<file path="src/rtl/csio_pkg.sv">
package csio_pkg;
    typedef enum logic [1:0] {
        ST_IDLE,
        ST_LOW,
        ST_HIGH
    } tx_state_e;

    localparam int WORD_W = 8;
    localparam int DIV_W  = 8;
endpackage

</file>
<file path="src/rtl/csio_sync.sv">
module csio_sync #(
    parameter int  STAGES  = 2,
    parameter logic RST_VAL = 1'b1
) (
    input  logic clk,
    input  logic rst_n,
    input  logic d_in,
    output logic q_out
);
    logic [STAGES-1:0] chain;

    generate
        for (genvar g = 0; g < STAGES; g++) begin : g_stage
            always_ff @(posedge clk or negedge rst_n) begin
                if (!rst_n) begin
                    chain[g] <= RST_VAL;
                end else if (g == 0) begin
                    chain[g] <= d_in;
                end else begin
                    chain[g] <= chain[(g == 0) ? 0 : g-1];
                end
            end
        end
    endgenerate

    assign q_out = chain[STAGES-1];
endmodule

</file>
<file path="src/rtl/csio_baud.sv">
module csio_baud #(
    parameter int DIV_W = 8,
    parameter int PRE_W = 5
) (
    input  logic             clk,
    input  logic             rst_n,
    input  logic             run,
    input  logic [1:0]       clk_sel,
    input  logic [DIV_W-1:0] div_n,
    output logic             tick
);
    logic [PRE_W-1:0] pre_cnt;
    logic [DIV_W-1:0] div_cnt;
    logic             src_en;
    logic             wrap;

    always_comb begin
        unique case (clk_sel)
            2'd0: src_en = 1'b1;
            2'd1: src_en = pre_cnt[0];
            2'd2: src_en = &pre_cnt[2:0];
            default: src_en = &pre_cnt[PRE_W-1:0];
        endcase
    end

    assign wrap = (div_cnt >= div_n);
    assign tick = run && src_en && wrap;

    always_ff @(posedge clk or negedge rst_n) begin
        if (!rst_n) begin
            pre_cnt <= '0;
            div_cnt <= '0;
        end else if (!run) begin
            pre_cnt <= '0;
            div_cnt <= '0;
        end else begin
            pre_cnt <= pre_cnt + 1'b1;
            if (src_en) begin
                div_cnt <= wrap ? '0 : div_cnt + 1'b1;
            end
        end
    end

    assert_div_bound_R2: assert property (@(posedge clk) disable iff (!rst_n)
        (run && $past(run) && $stable(div_n)) |-> (div_cnt <= div_n));
endmodule

</file>
<file path="src/rtl/csio_tx_fsm.sv">
module csio_tx_fsm
    import csio_pkg::*;
#(
    parameter int WORD_W = 8
) (
    input  logic              clk,
    input  logic              rst_n,
    input  logic              tick,
    input  logic              tx_en,
    input  logic              cts_ok,
    input  logic              irq_sel,
    input  logic              irq_ack,
    input  logic              wr_en,
    input  logic [WORD_W-1:0] wr_data,
    output logic              sclk,
    output logic              sdata,
    output logic              buf_empty,
    output logic              shift_empty,
    output logic              irq,
    output logic              run
);
    localparam int CNT_W = $clog2(WORD_W);

    tx_state_e         state, nxt;
    logic [WORD_W-1:0] buf_q, shreg;
    logic              buf_full;
    logic [CNT_W-1:0]  bit_cnt;
    logic              last_bit, start_ok, load, shift, done;

    assign last_bit = (bit_cnt == CNT_W'(WORD_W-1));
    assign start_ok = buf_full && tx_en && cts_ok;

    always_comb begin
        nxt = state;
        unique case (state)
            ST_IDLE: if (start_ok) nxt = ST_LOW;                      // START
            ST_LOW:  if (tick) nxt = ST_HIGH;                         // RISE
            ST_HIGH: if (tick) begin
                if (!last_bit)     nxt = ST_LOW;                      // NEXT_BIT
                else if (start_ok) nxt = ST_LOW;                      // CHAIN
                else               nxt = ST_IDLE;                     // FINISH
            end
            default: nxt = ST_IDLE;
        endcase
    end

    assign load  = (state == ST_IDLE && start_ok) ||
                   (state == ST_HIGH && tick && last_bit && start_ok);
    assign shift = (state == ST_HIGH) && tick && !last_bit;
    assign done  = (state == ST_HIGH) && tick && last_bit && !start_ok;

    always_ff @(posedge clk or negedge rst_n) begin
        if (!rst_n) state <= ST_IDLE;
        else        state <= nxt;
    end

    always_ff @(posedge clk or negedge rst_n) begin
        if (!rst_n) begin
            buf_q    <= '0;
            buf_full <= 1'b0;
            shreg    <= '0;
            bit_cnt  <= '0;
            irq      <= 1'b0;
        end else begin
            if (wr_en) buf_q <= wr_data;
            if (wr_en)     buf_full <= 1'b1;
            else if (load) buf_full <= 1'b0;
            if (load) begin
                shreg   <= buf_q;
                bit_cnt <= '0;
            end else if (shift) begin
                shreg   <= shreg >> 1;
                bit_cnt <= bit_cnt + 1'b1;
            end
            if (irq_sel ? done : load) irq <= 1'b1;
            else if (irq_ack)          irq <= 1'b0;
        end
    end

    always_comb begin
        sclk        = (state != ST_LOW);
        sdata       = (state == ST_IDLE) ? 1'b1 : shreg[0];
        buf_empty   = !buf_full;
        shift_empty = (state == ST_IDLE);
        run         = (state != ST_IDLE);
    end

    assert_data_hold_R3: assert property (@(posedge clk) disable iff (!rst_n)
        (sclk && $past(sclk) && !shift_empty) |-> $stable(sdata));
    assert_load_low_R4: assert property (@(posedge clk) disable iff (!rst_n)
        $rose(buf_empty) |-> !sclk);
    assert_idle_high_R5: assert property (@(posedge clk) disable iff (!rst_n)
        shift_empty |-> (sclk && sdata));
    assert_start_gate_R6: assert property (@(posedge clk) disable iff (!rst_n)
        $fell(shift_empty) |-> $past(cts_ok && tx_en));
    assert_no_idle_chain_R8: assert property (@(posedge clk) disable iff (!rst_n)
        $rose(shift_empty) |-> $past(!start_ok));
    assert_irq_source_R9: assert property (@(posedge clk) disable iff (!rst_n)
        ($rose(irq) && $past(!irq_sel) && $past(!wr_en)) |-> buf_empty);
endmodule

</file>
<file path="src/rtl/csio_tx.sv">
module csio_tx
    import csio_pkg::*;
(
    input  logic             clk,
    input  logic             rst_n,
    input  logic             tx_en,
    input  logic             cts_n,
    input  logic [1:0]       clk_sel,
    input  logic [DIV_W-1:0] div_n,
    input  logic             irq_sel,
    input  logic             irq_ack,
    input  logic             wr_en,
    input  logic [WORD_W-1:0] wr_data,
    output logic             sclk,
    output logic             sdata,
    output logic             buf_empty,
    output logic             shift_empty,
    output logic             irq
);
    logic cts_n_sync, tick, run;

    csio_sync #(.STAGES(2), .RST_VAL(1'b1)) u_cts_sync (
        .clk   (clk),
        .rst_n (rst_n),
        .d_in  (cts_n),
        .q_out (cts_n_sync)
    );

    csio_baud #(.DIV_W(DIV_W), .PRE_W(5)) u_baud (
        .clk     (clk),
        .rst_n   (rst_n),
        .run     (run),
        .clk_sel (clk_sel),
        .div_n   (div_n),
        .tick    (tick)
    );

    csio_tx_fsm #(.WORD_W(WORD_W)) u_fsm (
        .clk         (clk),
        .rst_n       (rst_n),
        .tick        (tick),
        .tx_en       (tx_en),
        .cts_ok      (!cts_n_sync),
        .irq_sel     (irq_sel),
        .irq_ack     (irq_ack),
        .wr_en       (wr_en),
        .wr_data     (wr_data),
        .sclk        (sclk),
        .sdata       (sdata),
        .buf_empty   (buf_empty),
        .shift_empty (shift_empty),
        .irq         (irq),
        .run         (run)
    );
endmodule

</file>
<file path="config.mk">
export PLATFORM = sky130hd
export DESIGN_NAME = csio_tx
export DESIGN_NICKNAME = d
export VERILOG_FILES = /design/src/rtl/csio_pkg.sv /design/src/rtl/csio_sync.sv /design/src/rtl/csio_baud.sv /design/src/rtl/csio_tx_fsm.sv /design/src/rtl/csio_tx.sv
export SDC_FILE = /design/constraint.sdc
export NUM_CORES = 1
export LEC_CHECK = 0
export ABC_AREA = 1
export BUFFER_PORTS_ARGS = -buffer_cell sky130_fd_sc_hd__clkbuf_2
export CAP_MARGIN = 25
export CORE_UTILIZATION = 40
export CTS_CLUSTER_DIAMETER = 200
export DETAILED_ROUTE_END_ITERATION = 7
export GPL_ROUTABILITY_DRIVEN = 0
export HOLD_SLACK_MARGIN = 0.02
export PLACE_DENSITY = 0.69
export SYNTH_ARGS = -nofsm -noshare
export SYNTH_HDL_FRONTEND = slang
export SYNTH_SLANG_ARGS = --single-unit
</file>
<file path="constraint.sdc">
create_clock -name clk -period 2.7 [get_ports clk]
set_clock_uncertainty 0.05 [all_clocks]
set_input_delay 0.54 -clock clk [delete_from_list [all_inputs] [get_ports clk]]
set_output_delay 0.54 -clock clk [all_outputs]
set_load 0.05 [all_outputs]
</file>
; ---- Word-level counts from Yosys, hierarchy flattened
; Index checks and enable logic that the tools add are counted.
[classes]
addsub = 3
order_cmp = 1
eq_ne = 10
n_mux = 21
reduce_logical = 24
[op_table]
columns = op, n
row1 = 2-to-1 mux 8 bit, 5
row2 = logical AND 1 bit, 10
row3 = "adder 8 x 1 -> 8 bit, second input constant", 1
row4 = greater-or-equal comparator 8 bit, 1
row5 = 2-to-1 mux 2 bit, 4
row6 = "inequality test 2 x 1 -> 1 bit, second input constant", 4
row7 = nonzero test 2 bit, 4
row8 = 2-to-1 mux 1 bit, 7
row9 = 2-to-1 mux 3 bit, 2
row10 = one-hot mux 2 bit (3 select lines), 1
row11 = AND reduction 3 bit, 2
row12 = "adder 5 x 1 -> 5 bit, second input constant", 1
row13 = 2-to-1 mux 5 bit, 1
row14 = AND reduction 5 bit, 1
row15 = "== test 2 x 1 -> 1 bit, second input constant", 2
row16 = "== test 2 bit, second input constant", 2
row17 = logical NOT 1 bit, 4
row18 = logical NOT 2 bit, 2
row19 = "adder 3 x 1 -> 3 bit, second input constant", 1
row20 = "== test 3 bit, second input constant", 1
row21 = one-hot mux 1 bit (3 select lines), 1
row22 = "inequality test 2 bit, second input constant", 1
row23 = logical OR 1 bit, 1
[word_totals]
register_bits = 38
input_bits = 25
elab_cells = 69

; ---- Longest topological paths before layout
[logic_depth]
word_depth = 10
mapped_depth = 15

; ---- By module
; Synthesis repeated with hierarchy kept, for this count alone.
[unflattened]
cells_unflattened = 279
area_unflattened_um2 = 2205.9
[modules_own_cells]
columns = mod, instances, cells_per_inst, area_per_inst_um2
row1 = csio_tx_fsm, 1, 138, 1156.1
row2 = csio_baud, 1, 138, 993.5
row3 = csio_sync, 1, 2, 52.6
row4 = csio_tx, 1, 1, 3.8

; ---- Least setup slack after synthesis
; Ideal clock, no wire load.
[synth_path]
path_kind = input to register
startpoint = in div_n[3]
endpoint = reg u_fsm.shreg[0]
setup_ns = 0.125
arrival_time_ns = 1.749
path_slack_ns = 0.775
path_stages = 13
cell_sequence = inv_1 ha_1 nand2_1 nor2_1 nor2_1 nand2_1 nand2_1 nand2_4 nand3_2 buf_2 inv_1 nand2_1 nand3_1
[synth_via]
elab_chain_len = 7
word_cells_on_any_way = 9
[synth_lines]
columns = item, line_no
row1 = from (decl), csio_tx.sv:9  ; input logic [DIV_W-1:0] div_n,
row2 = greater-or-equal comparator 8 bit *, csio_baud.sv:26  ; assign wrap = (div_cnt >= div_n);
row3 = logical AND 1 bit *, csio_baud.sv:27  ; assign tick = run && src_en && wrap;
row4 = logical AND 1 bit *, "csio_tx_fsm.sv:48, csio_tx_fsm.sv:49"
row5 = logical AND 1 bit (2 in series), csio_tx_fsm.sv:48  ; (state == ST_HIGH && tick && last_bit && start_ok);
row6 = logical OR 1 bit, csio_tx_fsm.sv:47  ; assign load = (state == ST_IDLE && start_ok) ||
row7 = 2-to-1 mux 8 bit / nonzero test 2 bit (equally long branches), --
row8 = to (signal assigned), csio_tx_fsm.sv:69  ; shreg <= buf_q;
row9 = to (signal assigned), csio_tx_fsm.sv:72  ; shreg <= shreg >> 1;
row10 = to (decl), csio_tx_fsm.sv:25  ; logic [WORD_W-1:0] buf_q, shreg;
; Mark *: on every way between the ends. The rest lies on a longest branch, timed or not.
; A chain may end at the register's enable or synchronous reset.

; ---- Final worst setup path
[layout_path]
startpoint = reg u_baud.pre_cnt[0]
endpoint = reg u_fsm.shreg[6]
[layout_via]
elab_chain_len = 9
word_cells_on_any_way = 12
[layout_lines]
columns = item, line_no
row1 = from (decl), csio_baud.sv:12  ; logic [PRE_W-1:0] pre_cnt;
row2 = from (signal assigned), csio_baud.sv:37  ; pre_cnt <= pre_cnt + 1'b1;
row3 = AND reduction 5 bit / AND reduction 3 bit (equally long branches), "csio_baud.sv:22, csio_baud.sv:21"
row4 = one-hot mux 1 bit (3 select lines) *, csio_baud.sv:18  ; unique case (clk_sel)
row5 = logical AND 1 bit * (2 in series), csio_baud.sv:27
row6 = logical AND 1 bit *, "csio_tx_fsm.sv:48, csio_tx_fsm.sv:49"
row7 = logical AND 1 bit (2 in series), csio_tx_fsm.sv:48
row8 = logical OR 1 bit, csio_tx_fsm.sv:47
row9 = 2-to-1 mux 8 bit / nonzero test 2 bit (equally long branches), --
; Marks and branches as above.

==> results.ini <==
[worst_setup_path]
startpoint=u_baud.pre_cnt[0]
end_kind=register
r2r_start=u_baud.pre_cnt[0]
path_max_fanout=11
arrival_ps=2200
worst-setup-path-type=reg2reg
cp.required_ps=2830
startpoint_type=register

[timing]
relSlewSlack_pct=38.6
fin_ws_ps=630
fin_tns_setup_ps=0
max_clock_freq_mhz=483
finalMaxSlewViolations=0
fin_crit_ps=2070
fin_crit_sh_pct=76.7
tightest_slew_ps=921
setup_violations=0
hold_violations=0
rsz0062_at_grt=no

[synthesis]
synth-xor-area-share_pct=2.09
synthArstFlopShare_pct=100
synthDistinctLibCells=28
synth_top_family_by_area=simple AND/OR/NAND/NOR gates
synthSimpleGateAreaFrac_pct=28.7
synth_top_cell_area_share_pct=43.0
ys_ff_latch=38
yosys_warnings=0
synth_compound_area_share_pct=6.69
yosys.area_share.adder_pct=8.36
synth-main-ff-cell=dfrtp_1
ys_seq_area_share_pct=45.5
synth_area_um2=2100
synth_enable_flop_cells=0
synthMuxAreaShare_pct=0
synthCells=252
netlist_top_cells_area=dfrtp_1, nand2_1, ha_1
synth_nets=291
synth.avg_cell_area_um2=8.32
synth_largest_area_cell=dfrtp_1

[hold_path]
holdCritPathClass=in2reg
holdCritStartpoint=cts_n

[drt]
ant_nets=0
vias_per_cell=4.58
wl_per_cell_um=9.47
drtIter0Drc=64
wl_um=3340
drc=0
dr.pass1.iters=4
num_vias=1615

[clocking]
path_clk_slew_ps=70
cts_made_buffers=5
clockBufferDepth=2
cts.sinks=38
cts-root-buf=clkbuf_8
cts_resized=0
htreeDepth=2
hold_buffers=0
tritoncts=built
clkLatencyLatePin_ps=280
cts_setup_buffers=0

[placed_design]
place_area_um2=2300
port-buffer-count=29
dpl_worst_slack_ps=511
dp_hpwl_um=2520

[finish]
final_cell_mix=nand2_1, inv_1, dfrtp_1
drive_gt1_share_pct=18.5
antenna_cells=0
fin_nets=324
multiInputGateArea_um2=961
ff_latch_area_um2=953
finalInstanceArea_um2=2410
final_common_cell=nand2_1
fillers=480
syn2layout_area_growth_pct=15.0

[global_routing]
grtUsageTotal_pct=13.3
overflow=0
grt_max_degree=39
grt_pass1_vias=1392
grt_pass1_wl_um=5540
antenna_found_initial=0

[outcome]
status=complete, no violations

[job]
max-cap-violations=0

[floorplan]
die_w_um=74.4
core_um2=4880
io_pins=30
dieHeight_um=74.4
core.rowCount=25
dieArea_um2=5530
initial_core_util_pct=42.9

[pwr]
ir_drop_uv=367
p_per_area_nw_per_um2=735
leakagePower_nw=1.31
total_power_mw=1.77

-- synth_stat cells, types with 2 or more instances --
cell type,instances
nor2_1,16
a21oi_1,4
nand2_2,7
nand4_1,7
dfstp_2,2
o21ai_0,12
inv_1,43
nand2_1,62
ha_1,14
o22ai_1,5
nand3_2,2
dfrtp_1,36
nand3_1,24
xor2_1,4
-- per-stage QoR --
step | hold slack [ps] | instances | utilization [%]
2_1_floorplan | 194 | 252 | -
3_3_place_gp | 297 | 345 | 47.2
3_5_place_dp | 298 | 345 | 47.2
4_1_cts | 269 | 353 | 49.4
5_1_grt | 270 | 353 | 49.4
6_report | 282 | 353 | 49.4
-- cells by family (layout without fill, tap and decap cells) --
kind of cell               Yosys count  in the layout
AOI/OAI and AO/OA                   24             24
xor gates and xnor gates             5              5
adders and majority gates           14             14
buffers and inverters               46             80
DFF                                 38             38
and+or+nand+nor                    125            125
-- per-layer routing --
metal	wire length (um)	track usage, %	vias up
met5	0	0	-
met4	23	5.03	0
met3	110	4.61	2
met2	1570	22.3	26
met1	1640	15.6	723
li1	-	-	864
-- area by class of cell --
class,instances,share of cell area [%]
clock buffers,7,3.17
clock inverters,1,1.25
inverters,43,6.69
multi-input cells,168,39.9
flip-flops and latches,38,39.5
well taps,67,3.48
repair buffers,29,6.02
-- worst paths after layout --
path	cells after the start	end	slack [ps]
setup / recovery	13	u_fsm.shreg[6]	630
hold / removal	1	u_cts_sync.chain[0]	280
setup reg to reg	13	u_fsm.shreg[6]	630
hold reg to reg	0	u_cts_sync.q_out	310
max in group asynchronous	1	u_baud.div_cnt[3]	1700
min in group asynchronous	1	u_fsm.buf_q[6]	330
-- critical path, cell delays in order (launching register included) --
cell,delay (ps)
dfrtp_1,400
ha_1,180
nand2_1,60
nor2_1,90
ha_1,150
nand2_1,60
nand3_2,90
o21ai_4,90
nor2_8,170
nand4_4,180
nand2_2,260
nand2_2,80
nand2_1,60
nand2_1,50
-- state kept, by name (all words and copies together), names as in the netlist --
register / flops
u_baud.div_cnt: 8
u_fsm.buf_q: 8
u_fsm.shreg: 8
u_baud.pre_cnt: 5
u_fsm.bit_cnt: 3
u_fsm.state: 2
u_cts_sync.chain: 1
u_cts_sync.q_out: 1
u_fsm.buf_full: 1
u_fsm.irq: 1
-- power breakdown --
group          leakage (nW)  internal (mW)  total [mW]  switching [mW]
Sequential            0.476          0.701       0.784          0.0833
Combinational         0.782          0.183       0.531           0.348
Clock                0.0524          0.276       0.456           0.180
Total                  1.31           1.16        1.77           0.611
(Power assumes the default switching activity.)
